## src/rtl/ad_mux_pkg.sv

```systemverilog
package ad_mux_pkg;

   // Transfer phases; the order is the bus sequence.
   typedef enum logic [1:0] {
      PH_IDLE    = 2'd0,
      PH_ADDR    = 2'd1,
      PH_STROBE  = 2'd2,
      PH_RELEASE = 2'd3
   } phase_e;

   // True in the phases that carry data on the bus.
   function automatic logic is_data_phase(input phase_e ph);
      return (ph == PH_STROBE) || (ph == PH_RELEASE);
   endfunction

endpackage

```

## src/rtl/ad_mux_seq.sv

```systemverilog
module ad_mux_seq
   import ad_mux_pkg::*;
(
   input  logic   clk,
   input  logic   rst_n,
   input  logic   start,
   output phase_e phase,
   output logic   ready,
   output logic   done
);

   phase_e phase_q;
   phase_e phase_d;

   always_comb begin
      phase_d = phase_q;
      case (phase_q)
         PH_IDLE:    if (start) phase_d = PH_ADDR;
         PH_ADDR:    phase_d = PH_STROBE;
         PH_STROBE:  phase_d = PH_RELEASE;
         PH_RELEASE: phase_d = start ? PH_ADDR : PH_IDLE;
         default:    phase_d = PH_IDLE;
      endcase
   end

   always_ff @(posedge clk) begin
      if (!rst_n) phase_q <= PH_IDLE;
      else        phase_q <= phase_d;
   end

   assign phase = phase_q;
   assign ready = (phase_q == PH_IDLE) || (phase_q == PH_RELEASE);
   assign done  = (phase_q == PH_RELEASE);

endmodule

```

## src/rtl/ad_mux_req_latch.sv

```systemverilog
module ad_mux_req_latch #(
   parameter int ADDR_W = 24,
   parameter int BUS_W  = 16
) (
   input  logic              clk,
   input  logic              rst_n,
   input  logic              load,
   input  logic [ADDR_W-1:0] addr,
   input  logic [BUS_W-1:0]  wdata,
   input  logic              write,
   input  logic              wide,
   output logic [ADDR_W-1:0] q_addr,
   output logic [BUS_W-1:0]  q_wdata,
   output logic              q_write,
   output logic              q_wide
);

   always_ff @(posedge clk) begin
      if (!rst_n) begin
         q_addr  <= '0;
         q_wdata <= '0;
         q_write <= 1'b0;
         q_wide  <= 1'b0;
      end else if (load) begin
         q_addr  <= addr;
         q_wdata <= wdata;
         q_write <= write;
         q_wide  <= wide;
      end
   end

endmodule

```

## src/rtl/ad_mux_drive.sv

```systemverilog
module ad_mux_drive
   import ad_mux_pkg::*;
#(
   parameter int BUS_W  = 16,
   parameter int ADDR_W = 24
) (
   input  phase_e            phase,
   input  logic [ADDR_W-1:0] q_addr,
   input  logic [BUS_W-1:0]  q_wdata,
   input  logic              q_write,
   input  logic              q_wide,
   output logic [BUS_W-1:0]  ad_out,
   output logic [1:0]        ad_oe,
   output logic              ale,
   output logic              rd_stb,
   output logic              wr_stb
);

   localparam int HALF_W = BUS_W / 2;

   // Each bus half picks its address and data sources separately.
   for (genvar h = 0; h < 2; h++) begin : g_half
      logic [HALF_W-1:0] addr_part;
      logic [HALF_W-1:0] data_part;
      logic              data_en;
      logic [HALF_W-1:0] out_h;
      logic              oe_h;

      // Wide: low address bits; narrow: the address above the first byte.
      assign addr_part = q_wide ? q_addr[h*HALF_W +: HALF_W]
                                : q_addr[HALF_W + h*HALF_W +: HALF_W];

      if (h == 1) begin : g_upper
         // Narrow devices take the low address byte on the upper half.
         assign data_part = q_wide ? q_wdata[HALF_W +: HALF_W]
                                   : q_addr[0 +: HALF_W];
         assign data_en   = q_wide ? q_write : 1'b1;
      end else begin : g_lower
         assign data_part = q_wdata[0 +: HALF_W];
         assign data_en   = q_write;
      end

      always_comb begin
         out_h = '0;
         oe_h  = 1'b0;
         if (phase == PH_ADDR) begin
            out_h = addr_part;
            oe_h  = 1'b1;
         end else if (is_data_phase(phase)) begin
            out_h = data_en ? data_part : '0;
            oe_h  = data_en;
         end
      end

      assign ad_out[h*HALF_W +: HALF_W] = out_h;
      assign ad_oe[h]                   = oe_h;
   end

   assign ale    = (phase == PH_ADDR);
   assign rd_stb = (phase == PH_STROBE) && !q_write;
   assign wr_stb = (phase == PH_STROBE) &&  q_write;

endmodule

```

## src/rtl/ad_mux_capture.sv

```systemverilog
module ad_mux_capture #(
   parameter int BUS_W = 16
) (
   input  logic             clk,
   input  logic             rst_n,
   input  logic             grab,
   input  logic             wide,
   input  logic [BUS_W-1:0] ad_in,
   output logic [BUS_W-1:0] rdata
);

   localparam int HALF_W = BUS_W / 2;

   logic [BUS_W-1:0] sample;

   assign sample = wide ? ad_in : {{HALF_W{1'b0}}, ad_in[HALF_W-1:0]};

   always_ff @(posedge clk) begin
      if (!rst_n)    rdata <= '0;
      else if (grab) rdata <= sample;
   end

endmodule

```

## src/rtl/ad_mux_port.sv

```systemverilog
module ad_mux_port
   import ad_mux_pkg::*;
#(
   parameter  int BUS_W  = 16,
   localparam int HALF_W = BUS_W / 2,
   localparam int ADDR_W = BUS_W + HALF_W
) (
   input  logic              clk,
   input  logic              rst_n,
   input  logic              req_valid,
   input  logic              req_write,
   input  logic              req_wide,
   input  logic [ADDR_W-1:0] req_addr,
   input  logic [BUS_W-1:0]  req_wdata,
   output logic              req_ready,
   output logic              rsp_done,
   output logic [BUS_W-1:0]  rsp_rdata,
   output logic [BUS_W-1:0]  ad_out,
   input  logic [BUS_W-1:0]  ad_in,
   output logic [1:0]        ad_oe,
   output logic              ale,
   output logic              rd_stb,
   output logic              wr_stb
);

   if ((BUS_W % 2) != 0 || BUS_W < 4) begin : g_bad_width
      $error("ad_mux_port: BUS_W must be even and at least 4");
   end

   phase_e            phase;
   logic              start;
   logic [ADDR_W-1:0] q_addr;
   logic [BUS_W-1:0]  q_wdata;
   logic              q_write;
   logic              q_wide;
   logic              grab;

   assign start = req_valid && req_ready;

   ad_mux_seq seq_i (
      .clk   (clk),
      .rst_n (rst_n),
      .start (start),
      .phase (phase),
      .ready (req_ready),
      .done  (rsp_done)
   );

   ad_mux_req_latch #(.ADDR_W(ADDR_W), .BUS_W(BUS_W)) latch_i (
      .clk     (clk),
      .rst_n   (rst_n),
      .load    (start),
      .addr    (req_addr),
      .wdata   (req_wdata),
      .write   (req_write),
      .wide    (req_wide),
      .q_addr  (q_addr),
      .q_wdata (q_wdata),
      .q_write (q_write),
      .q_wide  (q_wide)
   );

   ad_mux_drive #(.BUS_W(BUS_W), .ADDR_W(ADDR_W)) drive_i (
      .phase   (phase),
      .q_addr  (q_addr),
      .q_wdata (q_wdata),
      .q_write (q_write),
      .q_wide  (q_wide),
      .ad_out  (ad_out),
      .ad_oe   (ad_oe),
      .ale     (ale),
      .rd_stb  (rd_stb),
      .wr_stb  (wr_stb)
   );

   // Sample on the edge that closes the read strobe.
   assign grab = (phase == PH_STROBE) && !q_write;

   ad_mux_capture #(.BUS_W(BUS_W)) cap_i (
      .clk   (clk),
      .rst_n (rst_n),
      .grab  (grab),
      .wide  (q_wide),
      .ad_in (ad_in),
      .rdata (rsp_rdata)
   );

endmodule

```

## config.mk

```make
export PLATFORM = sky130hd
export DESIGN_NAME = ad_mux_port
export DESIGN_NICKNAME = d
export VERILOG_FILES = /design/src/rtl/ad_mux_pkg.sv /design/src/rtl/ad_mux_seq.sv /design/src/rtl/ad_mux_req_latch.sv /design/src/rtl/ad_mux_drive.sv /design/src/rtl/ad_mux_capture.sv /design/src/rtl/ad_mux_port.sv
export SDC_FILE = /design/constraint.sdc
export NUM_CORES = 1
export LEC_CHECK = 0
export BUFFER_PORTS_ARGS = -buffer_cell sky130_fd_sc_hd__buf_4
export CAP_MARGIN = 20
export CORE_MARGIN = 2
export CORE_UTILIZATION = 53
export DETAILED_ROUTE_END_ITERATION = 7
export GPL_TIMING_DRIVEN = 0
export PLACE_DENSITY = 0.83
export SYNTH_ARGS = -nofsm -noshare
export SYNTH_HDL_FRONTEND = slang
export SYNTH_SLANG_ARGS = --single-unit
export TNS_END_PERCENT = 100
```

## constraint.sdc

```tcl
create_clock -name clk -period 3.4 [get_ports clk]
set_input_delay 0.51 -clock clk [delete_from_list [all_inputs] [get_ports clk]]
set_output_delay 0.51 -clock clk [all_outputs]
set_load 0.01 [all_outputs]
```

==> results.md, run 1 <==
- WP data arrival: 2.30 ns
- CTS max path bufs: 2
- Detail Route Antenna Nets: 0
- Per-cell routed wire length: 14.5 um
- DR iter-0 viols: 158
- Pin count of the biggest net entering global routing: 11
- Post-synthesis area per instance: between 8 and 9 um2
- Max-slew violations: 0
- IO Port Bufs: 99
- Hold Vio Cnt, Final: 0
- CP Max Fanout: 9
- Postcts setup bufs: 0
- Ports: 100
- Row count: 26
- Via count: 2741
- Most frequent cells in the layout: nand2_1, buf_4, dfxtp_1
- Placer Congestion: 0.849
- NumNets Final: 514
- CTS Root Cell: clkbuf_8
- Most common cell after layout, fill and taps aside: nand2_1
- Clock network power share: 0.245
- HPWL Detailed: 5.71 mm
- CP top delay family: buffers and inverters
- Initial Util: 0.544
- Die ar.: 0.00580 mm2
- Worst-case clock skew: 0.0106 ns
- Pre-CTS WS: 1.00 ns
- Period Utilization, post-route: 0.825
- Netlist cell types: 30
- CTS Buf Count: 9
- Critical path's largest stage delay: 0.50 ns
- Fmax: 0.356 GHz
- Grt total ovfl: 0
- Finished Layout Cells: 523
- Pint: 1640 uW
- Seq/Total Area, Yosys: 0.435
- Share of cells above drive strength 1: 0.353
- Area grow syn2layout: 37.1%
- Setup violators final: 0
- Mapped Cells: 338
- Clock transition at path regs: approximately 0.070 ns
- Post-DP Area: 0.00359 mm2
- Switching portion of total power: 0.366
- Die height: 76.2 um
- Minimum clock period: between 2 and 3 ns
- Share of power burned in registers: 0.360
- Post-route cell area: roughly 0.0038 mm2
- Hold Crit Class: in -> reg
- Via/cell ratio: 5.24
- Leakage: 0.00165 uW
- First-pass GRT wire length: 12.3 mm
- CTS tree: built
- Vias in the first global route: 2606
- Inst Count DP: 507
- Maximum VDD drop: 0.000455 V
- Clk sinks: 60
- Max-cap check violation count: 0
- Sw Pwr: around 950 uW
- First drt pass iteration count: 5
- RSZ-0062 raised after global routing: false
- Core ar.: 0.00507 mm2
- GRT Util Overall: 0.268
- Run status: completed
- Post_cts resized: 0
- Die outline width: 76.2 um
- Hold WS: slightly above 0.4 ns
- Yosys warnings: 0
- PnR worst setup slack: 0.595 ns
- DRC viols: 0
- CTS Hold Buffers Added: 0
- Power Density: 685 mW/mm2
- WP data required: 2.89 ns
- Final wirelength: 7.57 mm
- Total negative slack: 0 ns
- Antenna cells: 0
- Critical path type: reg -> out
- H-tree Lvls: 3
- Comb pwr share: 0.395
- Syn_nets: 404
- Worst Setup Start Kind: register
- Critical path's slowest cell: dfxtp_1
- Cell Chain, Critical Path: inv_1 > ha_1 > clkbuf_1 > or3_1 > buf_6 > o21ai_2 > buf_4
- Synthesized area: 0.00276 mm2
- WP buf/inv: 4
- Initial antenna violation count: 0
- Worst slew pin tran: 0.490 ns
- Worst skew pair latency: ~0.35 ns
- Slew HR: 0.673
- Synth Register Bits: 60
- CP endpoint kind: primary output
## sequential cells by signal (all words and copies together) (netlist names)
signal,flops
cap_i.rdata,16
latch_i.q_addr,24
latch_i.q_wdata,16
latch_i.q_wide,1
latch_i.q_write,1
seq_i.phase,2
## layout make-up
cell class,instances,area [um2]
Multi-Input combinational cell,245,1380
Fill cell,410,1290
Sequential cell,60,1200
Timing Repair Buffer,99,743
Buffer,27,150
Clock buffer,12,145
Tap cell,70,87.6
Clock inverter,4,48.8
Inverter,6,23.8
## kinds of logic (layout without fill, tap and decap cells)
| group | count (synthesis) | count (layout) | synth area share |
|---|---|---|---|
| flip-flops | 60 | 60 | 0.435 |
| buffers and inverters | 33 | 148 | 0.0630 |
| adder cells (fa/ha/maj) | 5 | 5 | 0.0227 |
| AND/OR/NAND/NOR | 135 | 135 | 0.199 |
| AO/OA/AOI/OAI | 81 | 81 | 0.186 |
| multiplexers | 24 | 24 | 0.0943 |
## power by group through the flow
stage               combinational (uW)  clock, uW  sequential, uW
finish                            1020        635             934
global route                      1110        676             948
CTS                               1020        640             933
detailed placement                1010          0             948
global placement                   983          0             939
floorplan                          669          0             925
## routing by layer
metal / up-vias / wire [um] / track usage
met3: 21 / 360 / 0.0474
met5: - / 0 / 0
li1: 1344 / - / -
met1: 1284 / 3310 / 0.331
met4: 0 / 228 / 0.140
met2: 92 / 3670 / 0.450
## path summary, 6_finish.rpt
path              slack (ns)  cells after the start                  to            from
setup / recovery        0.59                      7          ad_out[10]  seq_i.phase[1]
hold / removal          0.41                      3  latch_i.q_addr[23]    req_addr[23]
setup reg to reg        1.46                      7   latch_i.q_addr[0]  seq_i.phase[1]
hold reg to reg         0.45                      2      cap_i.rdata[9]  cap_i.rdata[9]
## cell usage after synthesis
cell type    n  share of area
a211oi_1     1         0.0027
a21boi_0    14          0.038
a21oi_1     45          0.082
a221oi_1     1         0.0032
a22o_1       8          0.025
and2_1       1         0.0023
buf_1        1         0.0014
buf_2       12          0.022
buf_4        5          0.014
buf_6        2         0.0082
clkbuf_1     7         0.0095
clkinv_2     1         0.0018
dfxtp_1     60           0.44
ha_1         5          0.023
inv_1        4         0.0054
inv_2        1         0.0014
mux2_2      16          0.065
mux2i_1      8          0.029
nand2_1    118           0.16
nand2b_1     2         0.0045
nand3_1      8          0.015
nor2_1       2         0.0027
nor2b_1      1         0.0023
nor2b_4      1         0.0050
nor3b_2      1         0.0045
o211a_1      1         0.0036
o21ai_0      2         0.0036
o21ai_2      8          0.025
o22ai_1      1         0.0023
or3_1        1         0.0023
## metrics by stage
step | util | total power, uW
CTS | 0.746 | 2590
detailed placement | 0.707 | 1960
floorplan | - | 1590
global placement | 0.707 | 1920
global route | 0.746 | 2740
finish | 0.746 | 2590
## tightest hold or removal path, delay by kind of cell
family                 cells  cell delay (ns)
AOI/OAI and AO/OA          1             0.05
buffers and inverters      1             0.11
and+or+nand+nor            1             0.05
(Power assumes the default switching activity.)
==> run 2: changes to the inputs <==
- CORE_UTILIZATION: 53 -> 49
- PLACE_DENSITY: 0.83 -> 0.77
- clock period: 3.4 -> 2.6 ns (I/O delays scaled with it)
==> run 2 against run 1 <==
  * Clock power is 34% higher
  * Count of clock-buffer cells in the layout is 1 lower
  * Total power is 32% higher
  * Global-route usage is 1.3 points lower
  * Flip-flop and latch count stayed put
  * Worst setup slack worse by 0.47 ns
  * Register-to-register slack worse by 0.64 ns
  * Via count is 2.9% lower
  * Sequential share of layout area is 0.072 points lower
  * Largest cell class unchanged
==> results.md, run 2 (synthesized netlist as in run 1, its figures left out) <==
- Run status: completed
- Final wirelength: 7.65 mm (+1.1%)
- Hold WS: 0.282 ns (-0.128 ns)
- Setup violators final: 0 (unchanged)
- Pin count of the biggest net entering global routing: 11 (unchanged)
- Power Density: 898 mW/mm2 (+31%)
- Most frequent cells in the layout: nand2_1, buf_4, dfxtp_1
- NumNets Final: 513 (-0.19%)
- First drt pass iteration count: 4 (-1)
- Die ar.: 0.00625 mm2 (+7.7%)
- RSZ-0062 raised after global routing: false
- Die outline width: 79.0 um (+3.8%)
- Total negative slack: 0 ns (unchanged)
- Antenna cells: 0 (unchanged)
- DRC viols: 0 (unchanged)
- Area grow syn2layout: 37.6%
- Comb pwr share: 0.393 (-0.002)
- DR iter-0 viols: 95 (-40%)
- Detail Route Antenna Nets: 0 (unchanged)
- Clock network power share: 0.249 (+0.004)
- Worst-case clock skew: 0.00786 ns (-0.00278 ns)
- WP data required: 2.21 ns (-0.68 ns)
- Via/cell ratio: 5.09 (-2.9%)
- Critical path's slowest cell: or3_1
- Cell Chain, Critical Path: inv_1 > ha_1 > or3_1 > buf_6 > o21ai_2 > buf_4
- Fmax: 0.405 GHz
- Initial antenna violation count: 0 (unchanged)
- Switching portion of total power: 0.363 (-0.00293)
- Largest registers: latch_i.q_addr x24, cap_i.rdata x16, latch_i.q_wdata x16
- Pint: 2170 uW (+32%)
- Hold Crit Class: in -> reg
- Vias in the first global route: 2667 (+2.3%)
- Sw Pwr: 1240 uW (+30%)
- Max reg flops: 24 (unchanged)
- CTS max path bufs: 2 (unchanged)
- Per-cell routed wire length: 14.6 um (+1.1%)
- Inst Count DP: 509 (+0.39%)
- Grt total ovfl: 0 (unchanged)
- PnR worst setup slack: 0.129 ns (-0.466 ns)
- Minimum clock period: 2.47 ns
- HPWL Detailed: 5.76 mm (+0.94%)
- Clock transition at path regs: 0.07 ns (about the same)
- GRT Util Overall: 0.256 (-0.0126)
- Slew HR: 0.669 (-0.00414)
- Multi-input logic area: 0.00139 mm2 (+0.45%)
- Worst slew pin tran: 0.496 ns (+0.00621 ns)
- # fillers: 473 (+15%)
- Share of cells above drive strength 1: 0.359 (+0.00600)
- Share of power burned in registers: 0.358 (-0.002)
- Finished Layout Cells: 523 (unchanged)
- Maximum VDD drop: 0.000644 V (+42%)
- Die height: 79.0 um (+3.8%)
- Initial Util: 0.504 (-0.0395)
- Pre-CTS WS: 0.325 ns (-0.675 ns)
- Max-cap check violation count: 0 (unchanged)
- Max-slew violations: 0 (unchanged)
- Row count: 27 (+3.8%)
- H-tree Lvls: 3 (unchanged)
- CP endpoint kind: primary output
- CTS Buf Count: 9 (unchanged)
- Via count: 2661 (-2.9%)
- Post-layout util: 0.694 (-0.0519)
- Largest reg by FF count: latch_i.q_addr
- Worst Setup Start Kind: register
- FF+latch area: 0.00120 mm2 (+0.10%)
- Critical path type: reg -> out
- Leakage: 0.00166 uW (+0.47%)
- Period Utilization, post-route: 0.950
- WP data arrival: 2.08 ns (-0.22 ns)
- Clk sinks: 60 (unchanged)
- Critical path's largest stage delay: 0.43 ns (-0.07 ns)
- Core ar.: 0.00547 mm2 (+7.8%)
- IO Port Bufs: 99 (unchanged)
- CP Max Fanout: 10 (+1)
- CTS Root Cell: clkbuf_8
- Ports: 100 (unchanged)
- First-pass GRT wire length: 12.3 mm (+0.46%)
- Placer Congestion: 0.806 (-5.0%)
- Hold Vio Cnt, Final: 0 (unchanged)
- CTS tree: built
- Worst skew pair latency: 0.35 ns (about the same)
- Most common cell after layout, fill and taps aside: nand2_1
run 2: layout make-up:
class / instances / share of cell area
buffer: 26 / 0.0386
clock buffer: 11 / 0.0399
clock inverter: 4 / 0.0129
inverter: 6 / 0.00626
multi-input combinational: 245 / 0.366
sequential: 60 / 0.317
tap: 72 / 0.0237
timing repair buffer: 99 / 0.196
run 2: timing repair:
action                     in CTS  in global routing
resized for setup               1                  1
setup buffers                   0                  0
setup endpoints to repair      16                 16
pin swaps                       0                  0
hold buffers                    0                  0
run 2: metrics by stage:
stage | cell area, um2 | power, uW
after floorplan | 2760 | 2080
after global placement | 3590 | 2520
after detailed placement | 3590 | 2570
after CTS | 3790 | 3410
after global routing | 3800 | 3630
final | 3800 | 3410
run 2: power groups by stage:
stage | Combinational (uW) | Clock, uW | Sequential [uW]
final | 1340 | 850 | 1220
after global routing | 1490 | 905 | 1240
after CTS | 1340 | 859 | 1220
after detailed placement | 1330 | 0 | 1240
after global placement | 1290 | 0 | 1230
after floorplan | 875 | 0 | 1210
run 2: per-layer routing:
metal,GRT usage,part of all wire,up-vias
met4,0.0862,0.018,0
li1,-,-,1346
met2,0.425,0.50,70
met1,0.321,0.44,1234
met5,0,0,-
met3,0.0682,0.050,11
run 2: path summary, 6_finish.rpt:
path | startpoint | to | slack, ns | cells after the start
setup reg to reg | seq_i.phase[0] | latch_i.q_addr[4] | 0.82 | 7
hold reg to reg | cap_i.rdata[12] | cap_i.rdata[12] | 0.45 | 2
hold / removal | ad_in[1] | cap_i.rdata[1] | 0.28 | 3
setup / recovery | seq_i.phase[1] | ad_out[14] | 0.13 | 6
run 2: critical path: cells and delay by family (launching register included):
kind / cells / cell delay, ns
buffers and inverters: 3 / 0.40
AND/OR/NAND/NOR: 1 / 0.43
flip-flops: 1 / 0.40
AO/OA/AOI/OAI: 1 / 0.16
adder cells (fa/ha/maj): 1 / 0.34
==> run 3: changes to the inputs <==
- CELL_PAD_IN_SITES_DETAIL_PLACEMENT: unset -> 2
- CELL_PAD_IN_SITES_GLOBAL_PLACEMENT: unset -> 2
- CORE_UTILIZATION: 49 -> 25
- PLACE_DENSITY: 0.77 -> 0.74
- TNS_END_PERCENT: 100 -> unset
- clock period: 2.6 -> 2.05 ns (I/O delays scaled with it)
==> run 3 against run 2 <==
  * The run now ends with setup timing left
  * Clock skew hardly changed
  * Sequential share of layout area fell by 2.5 points
  * Worst setup slack worse by 0.17 ns
  * Utilization is 31 points lower
  * First-iteration DRC count decreased by 44%
  * Critical path depth increased by 1
  * Non-clock buffer count grew 10
  * Critical path type unchanged
==> results.md, run 3 (synthesized netlist as in run 1, its figures left out) <==
- Failing checks: setup timing
- Worst skew pair latency: 0.34 ns (about the same)
- CP Max Fanout: 6 (-4)
- Final wirelength: 10.4 mm (+36%)
- Ports: 100 (unchanged)
- Finished Layout Cells: 602 (+15%)
- WP data arrival: 1.79 ns (-0.29 ns)
- CTS Buf Count: 9 (unchanged)
- Row count: 38 (+41%)
- Per-cell routed wire length: 17.3 um (+18%)
- Slew HR: 0.652 (-0.0169)
- Worst-case clock skew: 0.00764 ns (-0.000215 ns)
- H-tree Lvls: 3 (unchanged)
- Hold Crit Class: in -> reg
- First-pass GRT wire length: 15.8 mm (+28%)
- PnR worst setup slack: -0.0439 ns (-0.173 ns)
- Maximum VDD drop: 0.000498 V (-23%)
- Clock transition at path regs: 0.07 ns (about the same)
- Most frequent cells in the layout: nand2_1, buf_4, dfxtp_1
- Initial antenna violation count: 0 (unchanged)
- Die outline width: 109 um (+38%)
- # fillers: 1253 (+160%)
- Detail Route Antenna Nets: 0 (unchanged)
- Most common cell after layout, fill and taps aside: nand2_1
- Max reg flops: 24 (unchanged)
- NumNets Final: 523 (+1.9%)
- Post-DP Area: 0.00368 mm2 (+2.4%)
- Antenna cells: 0 (unchanged)
- Worst Setup Start Kind: register
- CTS Root Cell: clkbuf_8
- Core ar.: 0.0108 mm2 (+97%)
- Share of cells above drive strength 1: 0.398 (+0.0391)
- Worst slew pin tran: 0.522 ns (+0.0253 ns)
- CTS tree: built
- Placer Congestion: 0.776 (-3.7%)
- Minimum clock period: 2.09 ns
- DRC viols: 0 (unchanged)
- Total negative slack: -0.246 ns (-0.246 ns)
- Post-route cell area: 0.00414 mm2 (+9.1%)
- Initial Util: 0.256 (-0.248)
- Period Utilization, post-route: 1.02
- Via count: 2818 (+5.9%)
- Hold Vio Cnt, Final: 0 (unchanged)
- Die height: 109 um (+38%)
- Vias in the first global route: 3048 (+14%)
- Launching point of the worst reg2reg path: seq_i.phase[1]
- Grt total ovfl: 0 (unchanged)
- Leakage: 0.00176 uW (+6.1%)
- Pre-CTS WS: -0.222 ns (-0.547 ns)
- CTS Hold Buffers Added: 0 (unchanged)
- Critical Path Start: seq_i.phase[1]
- Largest reg by FF count: latch_i.q_addr
- Max-slew violations: 0 (unchanged)
- IO Port Bufs: 99 (unchanged)
- Die ar.: 0.0119 mm2 (+90%)
- Run status: finished with violations
- CTS max path bufs: 2 (unchanged)
- Largest registers: latch_i.q_addr x24, cap_i.rdata x16, latch_i.q_wdata x16
- WP data required: 1.74 ns (-0.47 ns)
- Area grow syn2layout: 50.1%
- Critical path type: reg -> out
- RSZ-0062 raised after global routing: true
- Power Density: 1210 mW/mm2 (+35%)
- CP endpoint kind: primary output
- Setup violators final: 12 (+12)
- First drt pass iteration count: 4 (unchanged)
- Pin count of the biggest net entering global routing: 11 (unchanged)
- GRT Util Overall: 0.177 (-0.0791)
- Inst Count DP: 577 (+13%)
- HPWL Detailed: 7.69 mm (+33%)
- Max-cap check violation count: 0 (unchanged)
- Via/cell ratio: 4.68 (-8.0%)
- Fmax: 0.478 GHz
- Clk sinks: 60 (unchanged)
- DR iter-0 viols: 53 (-44%)
- Hold_sp: req_addr[17]
## run 3: through the flow
| step | hold WS [ns] | utilization | total power (uW) |
|---|---|---|---|
| 2_1_floorplan | 0.434 | - | 2640 |
| 3_3_place_gp | 0.441 | 0.341 | 3280 |
| 3_5_place_dp | 0.450 | 0.341 | 3360 |
| 4_1_cts | 0.196 | 0.380 | 4970 |
| 5_1_grt | 0.202 | 0.384 | 5320 |
| 6_report | 0.207 | 0.384 | 5010 |
## run 3: path summary, 6_finish.rpt
| path | to | slack (ns) | cells after the start |
|---|---|---|---|
| worst min register to register | cap_i.rdata[12] | 0.46 | 2 |
| worst min-delay path | latch_i.q_addr[17] | 0.21 | 3 |
| worst max register to register | latch_i.q_addr[21] | 0.12 | 9 |
| worst max-delay path | ad_out[6] | -0.04 | 7 |
## run 3: critical path, stage by stage, from the launching register on
cell     delay (ns)
dfxtp_4        0.42
inv_4          0.05
ha_4           0.17
buf_12         0.13
nor3b_4        0.20
buf_4          0.17
a22o_1         0.18
buf_4          0.13
## run 3: power by group
group / switching, uW / internal, uW / leakage [uW]
Sequential: 188 / 1400 / 0.000492
Clock: 494 / 873 / 0.000127
Combinational: 1130 / 926 / 0.00114
## run 3: cell type report
class                           count  area (um2)  share of cell area
Sequential cell                    60        1210               0.292
Timing Repair Buffer              110         850               0.205
Tap cell                          140         175              0.0423
Multi-Input combinational cell    245        1480               0.356
Inverter                            6        30.0             0.00725
Clock buffer                       12         155              0.0375
Clock inverter                      4        95.1              0.0230
Buffer                             25         151              0.0366
## run 3: timing repair
| action | 4_1_cts | 5_1_grt |
|---|---|---|
| setup buffers | 10 | 1 |
| resized for setup | 24 | 11 |
| pin swaps | 11 | 2 |
| endpoints found under the setup margin | 17 | 27 |
| hold endpoints to repair | 0 | 0 |
## run 3: routing by layer
| metal | wire, um | GRT usage | vias to the layer above |
|---|---|---|---|
| li1 | - | - | 1357 |
| met1 | 4430 | 0.212 | 1392 |
| met2 | 5500 | 0.319 | 55 |
| met3 | 300 | 0.0221 | 14 |
| met4 | 172 | 0.0659 | 0 |
| met5 | 0 | 0 | - |
